==> src/rtl/byte_fold_pkg.sv <==
package byte_fold_pkg;

  localparam int unsigned LANE_W = 8;

  // Sign to bit 0, Gray-coded magnitude (value or its inverse) to bits 7:1
  function automatic logic [LANE_W-1:0] fold_encode(input logic [LANE_W-1:0] x);
    logic [LANE_W-1:0] mag;
    logic [LANE_W-1:0] gry;
    mag = x[LANE_W-1] ? ~x : x;
    gry = mag ^ (mag >> 1);
    return {gry[LANE_W-2:0], x[LANE_W-1]};
  endfunction

  // Prefix-XOR Gray-to-binary on bits 7:1, then conditional inversion
  function automatic logic [LANE_W-1:0] fold_decode(input logic [LANE_W-1:0] c);
    logic [LANE_W-1:0] gry;
    logic [LANE_W-1:0] bin;
    gry = {1'b0, c[LANE_W-1:1]};
    bin[LANE_W-1] = gry[LANE_W-1];
    for (int k = LANE_W-2; k >= 0; k--) begin
      bin[k] = bin[k+1] ^ gry[k];
    end
    return c[0] ? ~bin : bin;
  endfunction

endpackage

==> src/rtl/fold_lane.sv <==
module fold_lane
  import byte_fold_pkg::*;
#(
  parameter bit DECODE = 1'b0
) (
  input  logic [LANE_W-1:0] lane_in,
  input  logic              lane_en,
  output logic [LANE_W-1:0] lane_out
);

  logic [LANE_W-1:0] xform;

  generate
    if (DECODE) begin : g_dec
      always_comb xform = fold_decode(lane_in);
    end else begin : g_enc
      always_comb xform = fold_encode(lane_in);
    end
  endgenerate

  always_comb lane_out = lane_en ? xform : lane_in;

endmodule

==> src/rtl/stage_reg.sv <==
module stage_reg #(
  parameter int unsigned DATA_W = 64,
  parameter int unsigned BE_W   = DATA_W / 8
) (
  input  logic              clk,
  input  logic              rst_n,
  input  logic              in_valid,
  output logic              in_ready,
  input  logic [DATA_W-1:0] in_data,
  input  logic [BE_W-1:0]   in_be,
  output logic              out_valid,
  input  logic              out_ready,
  output logic [DATA_W-1:0] out_data,
  output logic [BE_W-1:0]   out_be
);

  logic              full_q,  full_d;
  logic [DATA_W-1:0] data_q;
  logic [BE_W-1:0]   be_q;
  logic              load_en;

  always_comb begin
    in_ready = !full_q || out_ready;
    load_en  = in_valid && in_ready;
    full_d   = full_q;
    if (load_en) begin
      full_d = 1'b1;
    end else if (out_ready) begin
      full_d = 1'b0;
    end
  end

  always_ff @(posedge clk or negedge rst_n) begin
    if (!rst_n) begin
      full_q <= 1'b0;
    end else begin
      full_q <= full_d;
    end
  end

  always_ff @(posedge clk) begin
    if (load_en) begin
      data_q <= in_data;
      be_q   <= in_be;
    end
  end

  assign out_valid = full_q;
  assign out_data  = data_q;
  assign out_be    = be_q;

endmodule

==> src/rtl/fold_path.sv <==
module fold_path
  import byte_fold_pkg::*;
#(
  parameter int unsigned DATA_W = 64,
  parameter bit          DECODE = 1'b0,
  localparam int unsigned LANES = DATA_W / LANE_W
) (
  input  logic              clk,
  input  logic              rst_n,
  input  logic              in_valid,
  output logic              in_ready,
  input  logic [DATA_W-1:0] in_data,
  input  logic [LANES-1:0]  in_be,
  output logic              out_valid,
  input  logic              out_ready,
  output logic [DATA_W-1:0] out_data,
  output logic [LANES-1:0]  out_be
);

  logic [DATA_W-1:0] xf_data;

  for (genvar i = 0; i < LANES; i++) begin : g_lane
    fold_lane #(.DECODE(DECODE)) u_lane (
      .lane_in (in_data[i*LANE_W +: LANE_W]),
      .lane_en (in_be[i]),
      .lane_out(xf_data[i*LANE_W +: LANE_W])
    );
  end

  stage_reg #(.DATA_W(DATA_W), .BE_W(LANES)) u_stage (
    .clk      (clk),
    .rst_n    (rst_n),
    .in_valid (in_valid),
    .in_ready (in_ready),
    .in_data  (xf_data),
    .in_be    (in_be),
    .out_valid(out_valid),
    .out_ready(out_ready),
    .out_data (out_data),
    .out_be   (out_be)
  );

endmodule

==> src/rtl/byte_fold_codec.sv <==
module byte_fold_codec
  import byte_fold_pkg::*;
#(
  parameter int unsigned DATA_W = 64,
  localparam int unsigned LANES = DATA_W / LANE_W
) (
  input  logic              clk,
  input  logic              rst_n,
  input  logic              wr_in_valid,
  output logic              wr_in_ready,
  input  logic [DATA_W-1:0] wr_in_data,
  input  logic [LANES-1:0]  wr_in_be,
  output logic              wr_out_valid,
  input  logic              wr_out_ready,
  output logic [DATA_W-1:0] wr_out_data,
  output logic [LANES-1:0]  wr_out_be,
  input  logic              rd_in_valid,
  output logic              rd_in_ready,
  input  logic [DATA_W-1:0] rd_in_data,
  input  logic [LANES-1:0]  rd_in_be,
  output logic              rd_out_valid,
  input  logic              rd_out_ready,
  output logic [DATA_W-1:0] rd_out_data,
  output logic [LANES-1:0]  rd_out_be
);

  if (DATA_W % LANE_W != 0 || DATA_W == 0) begin : g_bad_width
    $error("byte_fold_codec: DATA_W must be a nonzero multiple of 8");
  end

  fold_path #(.DATA_W(DATA_W), .DECODE(1'b0)) u_enc (
    .clk      (clk),
    .rst_n    (rst_n),
    .in_valid (wr_in_valid),
    .in_ready (wr_in_ready),
    .in_data  (wr_in_data),
    .in_be    (wr_in_be),
    .out_valid(wr_out_valid),
    .out_ready(wr_out_ready),
    .out_data (wr_out_data),
    .out_be   (wr_out_be)
  );

  fold_path #(.DATA_W(DATA_W), .DECODE(1'b1)) u_dec (
    .clk      (clk),
    .rst_n    (rst_n),
    .in_valid (rd_in_valid),
    .in_ready (rd_in_ready),
    .in_data  (rd_in_data),
    .in_be    (rd_in_be),
    .out_valid(rd_out_valid),
    .out_ready(rd_out_ready),
    .out_data (rd_out_data),
    .out_be   (rd_out_be)
  );

endmodule

==> config.mk <==
export PLATFORM = sky130hd
export DESIGN_NAME = byte_fold_codec
export DESIGN_NICKNAME = d
export VERILOG_FILES = /design/src/rtl/byte_fold_pkg.sv /design/src/rtl/fold_lane.sv /design/src/rtl/stage_reg.sv /design/src/rtl/fold_path.sv /design/src/rtl/byte_fold_codec.sv
export SDC_FILE = /design/constraint.sdc
export NUM_CORES = 1
export LEC_CHECK = 0
export BUFFER_PORTS_ARGS = -buffer_cell sky130_fd_sc_hd__buf_2
export CORE_MARGIN = 2
export CORE_UTILIZATION = 43
export CTS_CLUSTER_DIAMETER = 200
export DETAILED_ROUTE_END_ITERATION = 8
export PLACE_DENSITY_LB_ADDON = 0.2
export SYNTH_ARGS = -nofsm -noshare
export SYNTH_HDL_FRONTEND = slang
export SYNTH_SLANG_ARGS = --single-unit
==> constraint.sdc <==
create_clock -name clk -period 4.9 [get_ports clk]
set_input_delay 0.735 -clock clk [delete_from_list [all_inputs] [get_ports clk]]
set_output_delay 0.735 -clock clk [all_outputs]
set_load 0.01 [all_outputs]
# After elaboration in Yosys (flattened, before gate mapping)
# Cells that the tools add are included.
# W data, S select, Z words.
dict set report totals {
  ff_bits 146
  in_bits 150
  word_cells 122
}
dict set report classes {
  mux 36
  bitwise_logic 72
  n_reduce_logical 8
}
# cell n
set op_table {}
lappend op_table {{$mux W8} 32}
lappend op_table {{$not A7 Y8} 8}
lappend op_table {{$not A8 Y8} 8}
lappend op_table {{$xor A7 B7 Y7} 8}
lappend op_table {{$xor A1 B1 Y1} 48}
lappend op_table {{$mux W1} 4}
lappend op_table {{$reduce_bool A2 Y1} 2}
lappend op_table {{$logic_and A1 B1 Y1} 2}
lappend op_table {{$logic_not A1 Y1} 2}
lappend op_table {{$logic_or A1 B1 Y1} 2}

# Depth between registers and ports, before layout
# Gate-level depths: netlist of the first run.
dict set report logic_depth {
  word_depth 9
  ltp_mapped 4
  ltp_nobuf 4
}

# Modules after synthesis
# A second synthesis of the first run with hierarchy kept.
dict set report unflattened {
  cells_unflattened 480
  area_unflattened_um2 7004.2
}
# mod n_inst cells_each area_per_inst_um2 seq_area_each_um2
set modules_own_cells {}
lappend modules_own_cells {stage_reg 2 76 2215.9 2187.1}
lappend modules_own_cells {{fold_lane at u_dec.g_lane[0].u_lane ...} 8 25 207.7 0.0}
lappend modules_own_cells {{fold_lane at u_enc.g_lane[0].u_lane ...} 8 16 113.9 0.0}

# Worst setup path after synthesis of the first run
# Ideal clock, no wire load.
dict set report synth_timing {
  path_type {in2reg}
  startpoint {input port rd_out_ready}
  endpoint {register u_dec.u_stage.be_q[0], in the netlist u_dec.u_stage.out_be[0], enable pin}
  setup_time_ps 438
  arrival_ps 2635
  required_ps 4462
  slack_ps 1827
  stages 2
  path_buffers 0
  path_cell_list {nand2b_1 -> and2_1}
}
dict set report synth_between {
  elab_chain_cells 2
}
# element line_no
set synth_lines {}
lappend synth_lines {{start, declared} byte_fold_codec.sv:22} ;# input logic rd_out_ready,
lappend synth_lines {{$logic_or A1 B1 Y1} stage_reg.sv:23} ;# in_ready = !full_q || out_ready;
lappend synth_lines {{$logic_and A1 B1 Y1} stage_reg.sv:24} ;# load_en = in_valid && in_ready;
lappend synth_lines {{end signal, assigned} stage_reg.sv:44} ;# be_q <= in_be;
lappend synth_lines {{end, declared} stage_reg.sv:19} ;# logic [BE_W-1:0] be_q;
# No other way between the ends.
# A chain may end at the register's enable or synchronous reset.

# Worst setup path in the final report of the first run
dict set report layout_timing {
  startpoint {input port rd_out_ready}
  endpoint {register u_dec.u_stage.data_q[27], in the netlist u_dec.u_stage.out_data[27], enable pin}
}
dict set report layout_between {
  elab_chain_cells 2
}
# element line_no
set layout_lines {}
lappend layout_lines {{$logic_or A1 B1 Y1} stage_reg.sv:23}
lappend layout_lines {{$logic_and A1 B1 Y1} stage_reg.sv:24}
lappend layout_lines {{end signal, assigned} stage_reg.sv:43} ;# data_q <= in_data;
lappend layout_lines {{end, declared} stage_reg.sv:18} ;# logic [DATA_W-1:0] data_q;
# No other way between the ends.

==> summary.md, run 1 <==
| Metric | Value |
|---|---|
| Vias | `~4700` |
| Gr ovfl total | `0` |
| Via-to-Cell Ratio | `about 4.7` |
| Antenna Violating Nets Remaining | `0` |
| Fin crit period | `between 2 and 2.5 ns` |
| Vias in the first global route | `between 4000 and 5000` |
| Pre-CTS setup slack | `about 2.3 ns` |
| Post-synthesis cell type count | `20` |
| TNS Setup | `0 ns` |
| Routability-driven placement congestion ratio | `a little over 0.8` |
| Setup crit start kind | `primary input` |
| Core Area | `around 16000 um2` |
| Post-Route Hold Slack | `between 0.1 and 0.15 ns` |
| VDD IR max | `between 0.2 and 0.25 mV` |
| Comb power frac | `0.196` |
| Critical Path RT | `4.95 ns` |
| Die Ht | `roughly 130 um` |
| PnR worst setup slack | `roughly 2.7 ns` |
| Worst min-delay path category | `primary input to asynchronous set/reset pin` |
| Most frequent cells in the layout | `buf_2 (297), edfxtp_1 (144), xnor2_1 (114)` |
| Synthesized area | `~7000 um2` |
| Endpoints failing setup | `0` |
| First DRT Iteration DRCs | `around 250` |
| Crit Path Category | `primary input to flop` |
| Hold-fix buffers, CTS | `0` |
| Fill cells | `between 1000 and 1500` |
| Outcome | `complete, no violations` |
| Synth Register Bits | `around 150` |
| Synth warn | `0` |
| Final hold violation count | `0` |
| Cts repair resizes | `0` |
| Clk_lat worst skew | `around 0.42 ns` |
| Clock power share | `0.344` |
| Rel. slew slack | `0.425` |
| Drt total wl | `~16000 um` |
| Total die area | `17300 um2` |
| Syn-to-layout area delta | `31.9%` |
| Final core occ | `0.580` |
| Post-route insts no fill | `about 1000` |
| Final nets | `between 900 and 1000` |
| Site Rows | `46` |
| Post-Syn Nets | `between 600 and 700` |
| Clk_skew | `around 0.0036 ns` |
| Starting Density | `0.440` |
| Clock Path Buffers | `2` |
| Syn_area_per_cell | `around 15 um2` |
| Dpl hpwl | `12300 um` |
| Width of the die | `about 130 um` |
| Synth area leader | `edfxtp_1` |
| PortBufs | `297` |
| Post-Syn Instances | `about 470` |
| Worst slew pin tran | `0.862 ns` |
| Largest net degree at the start of global routing | `roughly 60` |
| Placed cell count | `968` |
| Synth area leaders | `edfxtp_1 (62%), xnor2_1 (14%), mux2_2 (6.3%)` |
| F_max | `0.453 GHz` |
| Flop pwr share | `0.460` |
| WL/cell | `~16 um` |
| Internal power | `around 0.0025 W` |
| DRT Pass-1 Iters | `4` |
| Final period util | `0.450` |
| Clock slew at reported path FFs | `around 0.060 ns` |
| Sw power | `between 0.0008 and 0.0009 W` |
| CTS H-Tree Depth | `4` |
| Clock Root Buffer | `clkbuf_16` |
| Synth top area share | `0.619` |
| Leakage | `approximately 3.8 nW` |
| Sequential fraction of the synthesis area | `0.626` |
| Share of post-route cells with drive strength above 1 | `0.480` |
| CTS sink cnt | `146` |
| Slew Limit Fails | `0` |
| RSZ-0062 raised after global routing | `false` |
| Top Ports | `approximately 300` |
| CTS tree | `done` |
| Global-route usage over all layers | `0.188` |
| CTS buffer count | `17` |
| Worst-path fanout max | `38` |
| DRC | `0` |
| Initial antenna violation count | `2` |
| Element type at the critical path end | `flop` |
| Worst path arrival time | `approximately 2.3 ns` |
| Most common cell after layout, fill and taps aside | `buf_2` |
| Max Cap Violations | `0` |
| Switching part of the total | `0.243` |
| Cell Pwr Density | `362 nW/um2` |
| First-pass GRT wire length | `approximately 25000 um` |
| Setup bufs post-CTS | `0` |
[cells in the mapped netlist]
library cell and instances:
a21oi_1 26, xnor2_2 9, xnor2_4 1, dfrtp_1 2, nor2_1 26, buf_1 2, xnor2_1 114, xor2_1 6
edfxtp_1 144, clkbuf_1 14, xnor3_2 1, mux2i_1 1, nand2_1 62, nand2b_1 4, mux2_2 39, xnor3_1 7
xor3_1 7, inv_1 1, xor3_4 1, and2_1 2
[cell type report]
cell class | instances | area, um2 | area share
Sequential cell | 146 | 4370 | 0.475
Inverter | 1 | 3.75 | 0.000407
Multi-Input combinational cell | 306 | 2550 | 0.277
Clock buffer | 22 | 444 | 0.0482
Tap cell | 216 | 270 | 0.0293
Antenna cell | 1 | 2.50 | 0.000272
Clock inverter | 8 | 65.1 | 0.00706
Timing Repair Buffer | 299 | 1500 | 0.163
[metal layers]
layer  vias up  global-route usage  part of all wire  routed length, um
met3        34              0.0733             0.085               1370
met1      2181               0.203              0.37               5960
li1       2249                   -                 -                  -
met2       206               0.325              0.51               8180
met5         -                   0                 0                  0
met4         0              0.0906             0.032                516
[metrics by stage]
| step | cell area [um2] | power, W |
|---|---|---|
| floorplan | 6990 | 0.00198 |
| global placement | 8700 | 0.00220 |
| detailed placement | 8700 | 0.00222 |
| CTS | 9210 | 0.00338 |
| global route | 9210 | 0.00349 |
| finish | 9210 | 0.00334 |
[power groups by stage]
stage,clock [W],sequential [W],combinational [W]
2_1_floorplan,0,0.00162,0.000363
3_3_place_gp,0,0.00156,0.000639
3_5_place_dp,0,0.00156,0.000658
4_1_cts,0.00118,0.00154,0.000662
5_1_grt,0.00124,0.00155,0.000711
6_report,0.00115,0.00154,0.000653
[sequential cells by signal, summed over array words and instances (netlist names)]
register                 cells
u_dec.u_stage.out_be         8
u_dec.u_stage.out_data      64
u_dec.u_stage.out_valid      1
u_enc.u_stage.out_be         8
u_enc.u_stage.out_data      64
u_enc.u_stage.out_valid      1
[worst paths after layout]
check | from | endpoint | slack [ns] | cells after the start
setup / recovery | rd_out_ready | u_dec.u_stage.out_data[27] | 2.69 | 4
hold / removal | rst_n | u_enc.u_stage.out_valid | 0.10 | 1
setup reg to reg | u_dec.u_stage.out_valid | u_dec.u_stage.out_data[27] | 2.72 | 3
hold reg to reg | u_enc.u_stage.out_valid | u_enc.u_stage.out_valid | 0.54 | 2
max in group asynchronous | rst_n | u_dec.u_stage.out_valid | 4.69 | 1
min in group clk | wr_in_valid | u_enc.u_stage.out_valid | 0.52 | 2
[critical path, stage by stage]
cell and delay (ns):
buf_2 0.07, nand2b_1 0.13, and2_2 0.73, buf_4 0.56
[logic make-up (layout without fill, tap and decap cells)]
family	count (synthesis)	count (layout)	synth area share
multiplexers	40	40	0.0643
buffers and inverters	17	330	0.00913
AND/OR/NAND/NOR	94	94	0.0527
XOR/XNOR	146	146	0.229
other	0	1	0
AO/OA/AOI/OAI	26	26	0.0186
flip-flops	146	146	0.626
Power figures use the tool's default switching activity.
==> run 2, diff against run 1 <==
--- a/config.mk
+++ b/config.mk
@@ -5,6 +5,7 @@
 export SDC_FILE = /design/constraint.sdc
 export NUM_CORES = 1
 export LEC_CHECK = 0
+export ABC_AREA = 1
 export BUFFER_PORTS_ARGS = -buffer_cell sky130_fd_sc_hd__buf_2
 export CORE_MARGIN = 2
 export CORE_UTILIZATION = 43
==> constraint.sdc (replaced) <==
create_clock -name clk -period 1.95 [get_ports clk]
set_input_delay 0.2925 -clock clk [delete_from_list [all_inputs] [get_ports clk]]
set_output_delay 0.2925 -clock clk [all_outputs]
set_load 0.01 [all_outputs]
==> summary.md, run 2 <==
| Metric | Value |
|---|---|
| Outcome | `complete, no violations` |
| Synth cell count leaders | `nand2_1 (157), edfxtp_1 (144), inv_1 (85)` |
| EDFF count, synth | `144 (unchanged)` |
| Leakage | `4.45 nW (+16%)` |
| First DRT Iteration DRCs | `258 (+1.6%)` |
| Cell Pwr Density | `888 nW/um2 (+150%)` |
| Critical Path RT | `2.04 ns (-2.91 ns)` |
| Initial antenna violation count | `1 (-1)` |
| Met3 Usage GRT | `0.0696 (-0.00367)` |
| CP top delay family | `flip-flops` |
| Endpoints failing setup | `0 (unchanged)` |
| Fill cells | `1441 (+6.5%)` |
| WL/cell | `13.6 um (-15%)` |
| CTS tree | `done` |
| Site Rows | `47 (+2.2%)` |
| Synth top area share | `0.602 (-0.0175)` |
| Final period util | `0.715` |
| Asr flop ratio synth | `0.0137 (unchanged)` |
| CTS buffer count | `17 (unchanged)` |
| Dpl hpwl | `12600 um (+2.2%)` |
| CTS H-Tree Depth | `4 (unchanged)` |
| Final nets | `1107 (+20%)` |
| Via-to-Cell Ratio | `4.57 (-2.2%)` |
| Vias in the first global route | `5069 (+3.3%)` |
| Setup crit start kind | `flop` |
| Synth area leaders | `edfxtp_1 (60%), nand2_1 (8.2%), xor2_1 (7.9%)` |
| Vias | `5437 (+16%)` |
| Max incr delay on CP | `0.43 ns (-0.30 ns)` |
| RSZ-0062 raised after global routing | `false` |
| Most common cell after layout, fill and taps aside | `buf_2` |
| Count leader, synth | `nand2_1` |
| Worst slew pin tran | `0.469 ns (-0.394 ns)` |
| Largest net degree at the start of global routing | `52 (-15%)` |
| Slew Limit Fails | `0 (unchanged)` |
| Fin crit period | `roughly 1.4 ns` |
| Drt total wl | `16100 um (+0.77%)` |
| Top Ports | `298 (unchanged)` |
| Synth warn | `0 (unchanged)` |
| Width of the die | `133 um (+1.4%)` |
| Hold_sp | `wr_in_valid` |
| Rel. slew slack | `0.687 (+0.262)` |
| F_max | `~0.72 GHz` |
| DRC | `0 (unchanged)` |
| Post-Syn Nets | `798 (+29%)` |
| GR peak layer | `met2` |
| Clock slew at reported path FFs | `0.06 ns (about the same)` |
| R2R Path Start | `u_enc.u_stage.out_valid` |
| Clock Path Buffers | `2 (unchanged)` |
| Reg2reg path depth | `2 (-1)` |
| Most frequent cells in the layout | `buf_2 (297), nand2_1 (157), edfxtp_1 (144)` |
| Synthesized area | `7190 um2 (+2.9%)` |
| Worst Hold Endpoint | `u_enc.u_stage.out_valid` |
| Cts repair resizes | `0 (unchanged)` |
| Critical path's slowest cell | `dfrtp_2` |
| Final core occ | `0.585 (+0.00516)` |
| Clock Root Buffer | `clkbuf_16` |
| Element type at the critical path end | `flop` |
| Reg-to-reg slack, setup | `0.56 ns (-2.16 ns)` |
| Starting Density | `0.437 (-0.00319)` |
| Synth Register Bits | `146 (unchanged)` |
| Max Cap Violations | `0 (unchanged)` |
| DRT Pass-1 Iters | `4 (unchanged)` |
| Endpoint of the worst register-to-register path | `u_enc.u_stage.out_data[50]` |
| Routability-driven placement congestion ratio | `0.819 (-1.3%)` |
| Antenna Violating Nets Remaining | `0 (unchanged)` |
| PnR worst setup slack | `0.556 ns (-2.14 ns)` |
| Total die area | `17800 um2 (+2.8%)` |
| Buf/Inv on CP | `1 (-1)` |
| Syn-to-layout area delta | `34.0%` |
| Hold Path Cell Cnt | `3` |
| Pre-CTS setup slack | `0.283 ns (-1.97 ns)` |
| Antenna Cells | `0 (-1)` |
| Clk_lat worst skew | `0.41 ns (about the same)` |
| Sequential fraction of the synthesis area | `0.609 (-0.0177)` |
| Commonest register cell after synthesis | `edfxtp_1` |
| Synth area leader | `edfxtp_1` |
| Clk_skew | `0.00676 ns (+0.00319 ns)` |
| Global-route usage over all layers | `0.181 (-0.00782)` |
| First-pass GRT wire length | `24900 um (-1.3%)` |
| Worst path arrival time | `1.48 ns (-0.78 ns)` |
| Die Ht | `133 um (+1.4%)` |
| Met1 Usage GRT | `0.211 (+0.00819)` |
| Post-Syn Instances | `648 (+38%)` |
| Final hold violation count | `0 (unchanged)` |
| Core Area | `16500 um2 (+3.7%)` |
| Syn_area_per_cell | `11.1 um2 (-26%)` |
| Gr ovfl total | `0 (unchanged)` |
| CTS sink cnt | `146 (unchanged)` |
| VDD IR max | `0.514 mV (+130%)` |
| Post-synthesis cell type count | `23 (+15%)` |
| Crit Path Category | `flop to flop` |
| Worst min-delay path category | `primary input to flop` |
| PortBufs | `297 (unchanged)` |
| CP cell instances | `a21oi_4 > buf_12` |
| Worst-path fanout max | `51 (+34%)` |
| Met2 usage | `0.303 (-0.0213)` |
| Share of post-route cells with drive strength above 1 | `0.386 (-0.0936)` |
run 2: cell types whose count changed after synthesis, sizes merged, moves of 7 or more:
cell   change
mux2      -31
nor2      -13
xnor3      -8
nand3     +26
nand2    +100
a21oi      -7
o21ai     +59
xnor2     -86
inv       +84
xor3       -8
xor2      +61
run 2: per-stage QoR:
stage          instance area [um2]  setup TNS, ns  cells  total power (W)  hold WS [ns]
5_1_grt                       9630              0   1189          0.00894         0.110
3_5_place_dp                  9030              0   1157          0.00537        0.0790
3_3_place_gp                  9030              0   1157          0.00534        0.0802
6_report                      9630              0   1189          0.00856         0.112
2_1_floorplan                 7210         -19.43    648          0.00474      -0.00309
4_1_cts                       9630              0   1189          0.00865        0.0930
run 2: area by class of cell:
| cell class | count | area (um2) | area share |
|---|---|---|---|
| clock inverters | 12 | 158 | 0.0164 |
| multi-input cells | 401 | 2460 | 0.255 |
| clock buffers | 19 | 433 | 0.0449 |
| flip-flops and latches | 146 | 4380 | 0.454 |
| inverters | 86 | 323 | 0.0335 |
| well taps | 220 | 275 | 0.0286 |
| repair buffers | 305 | 1610 | 0.167 |
run 2: kinds of logic after synthesis:
kind of cell           count (synthesis)  share of synthesized area
buffers and inverters                101                     0.0529
multiplexers                           8                     0.0125
XOR/XNOR                             105                      0.149
AO/OA/AOI/OAI                         85                     0.0614
AND/OR/NAND/NOR                      203                      0.116
flip-flops                           146                      0.609
run 2: worst max-delay path by stage:
| stage | startpoint | end | depth (start not counted) |
|---|---|---|---|
| 2_1_floorplan | u_dec.u_stage.out_valid | u_dec.u_stage.out_be[0] | 1 |
| 3_3_place_gp | rd_in_data[15] | u_dec.u_stage.out_data[8] | 11 |
| 3_5_place_dp | rd_in_data[15] | u_dec.u_stage.out_data[11] | 9 |
| 4_1_cts | u_dec.u_stage.out_valid | u_dec.u_stage.out_data[19] | 2 |
| 5_1_grt | u_enc.u_stage.out_valid | u_enc.u_stage.out_data[33] | 2 |
| 6_report | u_enc.u_stage.out_valid | u_enc.u_stage.out_data[50] | 2 |
run 2: routing by layer:
metal	share of wire	wire length, um	vias up
li1	-	-	2753
met1	0.40	6530	2465
met2	0.49	7830	200
met3	0.096	1550	17
met4	0.013	213	2
met5	0.00081	13	-
run 2: worst min-delay path, delay by kind of cell:
kind,cells,cell delay (ns)
buf+inv,2,0.13
simple gates,1,0.07
run 2: what timing repair did:
item / CTS / global route
hold buffers: 1 / 0
buffers inserted: 0 / 0
hold endpoints to repair: 2 / 0
run 2: where the power goes:
group	internal, W	switching [W]	total, W
Sequential	0.00377	0.0000543	0.00382
Clock	0.00201	0.00126	0.00327
Combinational	0.000622	0.000843	0.00146
Total	0.00640	0.00216	0.00856
==> run 3, diff against run 2 <==
==> constraint.sdc (replaced) <==
create_clock -name clk -period 1.2 [get_ports clk]
set_input_delay 0.18 -clock clk [delete_from_list [all_inputs] [get_ports clk]]
set_output_delay 0.18 -clock clk [all_outputs]
set_load 0.01 [all_outputs]
==> summary.md, run 3 (synthesized netlist as in run 2, its figures left out) <==
| Metric | Value |
|---|---|
| Hold_sp | `rd_in_be[4]` |
| Final core occ | `0.660 (+0.0748)` |
| Top cell by count, worst path | `buf_6` |
| Most frequent cells in the layout | `buf_2 (290), nand2_1 (151), edfxtp_1 (144)` |
| Met3 wire length | `1730 um (+12%)` |
| Drt total wl | `18400 um (+14%)` |
| Post-route insts no fill | `1287 (+8.2%)` |
| RSZ-0062 raised after global routing | `true` |
| Width of the die | `133 um (unchanged)` |
| Clock Root Buffer | `clkbuf_16` |
| Routability-driven placement congestion ratio | `0.816 (-0.35%)` |
| TNS Setup | `-11.76 ns (-11.76 ns)` |
| Clock power share | `0.356 (-0.026)` |
| Slew Limit Fails | `0 (unchanged)` |
| Violated checks | `negative setup slack` |
| Vias in the first global route | `5608 (+11%)` |
| PortBufs | `297 (unchanged)` |
| Met1 WL | `6970 um (+6.7%)` |
| Max Cap Violations | `0 (unchanged)` |
| Total die area | `17800 um2 (unchanged)` |
| Most common cell after layout, fill and taps aside | `buf_2` |
| Placed cell count | `1222 (+5.6%)` |
| Setup crit start kind | `flop` |
| Top Ports | `298 (unchanged)` |
| Final total power | `0.0143 W (+68%)` |
| VDD IR max | `1.02 mV (+98%)` |
| DRT Pass-1 Iters | `4 (unchanged)` |
| Cell Pwr Density | `1320 nW/um2 (+49%)` |
| Fin crit period | `1.33 ns (-0.0671 ns)` |
| Element type at the critical path end | `flop` |
| Clock Path Buffers | `2 (unchanged)` |
| Pre-CTS setup slack | `-0.419 ns (-0.702 ns)` |
| Worst min-delay path category | `primary input to flop` |
| Worst path arrival time | `1.46 ns (-0.02 ns)` |
| Final hold violation count | `0 (unchanged)` |
| Gr ovfl total | `0 (unchanged)` |
| Die Ht | `133 um (unchanged)` |
| Comb power frac | `0.212 (+0.041)` |
| CTS tree | `done` |
| Initial antenna violation count | `3 (+2)` |
| Worst-path fanout max | `12 (-76%)` |
| Max Used Layer | `met4` |
| Largest net degree at the start of global routing | `24 (-54%)` |
| Rel. slew slack | `0.812 (+0.125)` |
| DRC | `0 (unchanged)` |
| Sw power | `0.00370 W (+71%)` |
| Critical path's slowest cell | `dfrtp_2` |
| Clock slew at reported path FFs | `0.06 ns (about the same)` |
| Core Area | `16500 um2 (unchanged)` |
| WL/cell | `14.3 um (+5.1%)` |
| Vias | `5857 (+7.7%)` |
| PnR worst setup slack | `-0.127 ns (-0.683 ns)` |
| CP cell instances | `buf_6 > a21oi_4 > buf_6 > buf_12` |
| Endpoints failing setup | `143 (+143)` |
| CTS H-Tree Depth | `4 (unchanged)` |
| Site Rows | `47 (unchanged)` |
| Internal power | `0.0106 W (+66%)` |
| Global-route usage over all layers | `0.199 (+0.0181)` |
| Starting Density | `0.437 (unchanged)` |
| Final nets | `1202 (+8.6%)` |
| CTS buffer count | `17 (unchanged)` |
| Critical Path RT | `1.33 ns (-0.71 ns)` |
| Final period util | `1.11 (+0.391)` |
| Clk_lat worst skew | `0.42 ns (about the same)` |
| Switching part of the total | `0.258 (+0.00577)` |
| Buf/Inv on CP | `3 (+2)` |
| Crit Path Category | `flop to flop` |
| Via-to-Cell Ratio | `4.55 (-0.48%)` |
| Worst slew pin tran | `0.280 ns (-0.188 ns)` |
| CTS sink cnt | `146 (unchanged)` |
| CP startpoint | `u_enc.u_stage.out_valid` |
| Outcome | `finished with violations` |
| Max incr delay on CP | `0.42 ns (about the same)` |
| CP top delay family | `buffers and inverters` |
| Flop pwr share | `0.433 (-0.014)` |
| Dpl hpwl | `13100 um (+4.1%)` |
| First-pass GRT wire length | `27400 um (+10%)` |
| Share of post-route cells with drive strength above 1 | `0.454 (+0.0685)` |
| Leakage | `5.07 nW (+14%)` |
| Syn-to-layout area delta | `51.1%` |
| F_max | `0.754 GHz (+5.1%)` |
| First DRT Iteration DRCs | `208 (-19%)` |
| Antenna Violating Nets Remaining | `0 (unchanged)` |
| Clk_skew | `0.00845 ns (+0.00169 ns)` |
| WL met2 | `9170 um (+17%)` |
| R2R Path Start | `u_enc.u_stage.out_valid` |
-- run 3: changes by cell type in the layout (fill, tap and decap cells not counted), sizes merged --
| cell | delta |
|---|---|
| buf | +87 |
| bufinv | -1 |
| clkbuf | +5 |
| clkinv | +3 |
| diode | +2 |
| dlygate4sd3 | +2 |
-- run 3: routing by layer --
metal | GRT usage | up-vias
met5 | 0 | -
met4 | 0.0827 | 0
met3 | 0.0795 | 31
met2 | 0.342 | 202
met1 | 0.219 | 2664
li1 | - | 2960
-- run 3: power groups by stage --
stage	sequential, W	combinational, W	clock, W
after detailed placement	0.00631	0.00271	0
after global placement	0.00631	0.00267	0
after CTS	0.00621	0.00295	0.00522
after global routing	0.00624	0.00333	0.00543
after floorplan	0.00654	0.00122	0
final	0.00621	0.00303	0.00510
-- run 3: area by class of cell --
class | instances | area [um2]
Antenna cell | 2 | 5.00
Clock buffer | 18 | 429
Clock inverter | 14 | 138
Fill cell | 1347 | 5600
Inverter | 86 | 358
Multi-Input combinational cell | 401 | 2600
Sequential cell | 146 | 4380
Tap cell | 220 | 275
Timing Repair Buffer | 400 | 2680
-- run 3: timing repair --
action | 4_1_cts | 5_1_grt
pin swaps | 2 | 2
cloned | 8 | 9
hold buffers | 3 | 0
buffers inserted | 11 | 2
setup endpoints to repair | 147 | 154
resized for setup | 23 | 17
hold endpoints to repair | 4 | 0
-- run 3: final timing paths --
kind | end | slack (ns) | cells after the start
setup / recovery | u_enc.u_stage.out_data[6] | -0.13 | 4
hold / removal | u_dec.u_stage.out_be[4] | 0.03 | 1
setup reg to reg | u_enc.u_stage.out_data[6] | -0.13 | 4
hold reg to reg | u_dec.u_stage.out_valid | 0.63 | 3
max in group asynchronous | u_dec.u_stage.out_valid | 0.99 | 2
min in group asynchronous | u_enc.u_stage.out_valid | 0.10 | 2
-- run 3: per-stage QoR --
stage          hold slack [ns]  instance area, um2
2_1_floorplan           -0.116                7360
3_3_place_gp           -0.0318                9670
3_5_place_dp           -0.0292                9670
4_1_cts                0.00858               10700
5_1_grt                 0.0160               10900
6_report                0.0277               10900
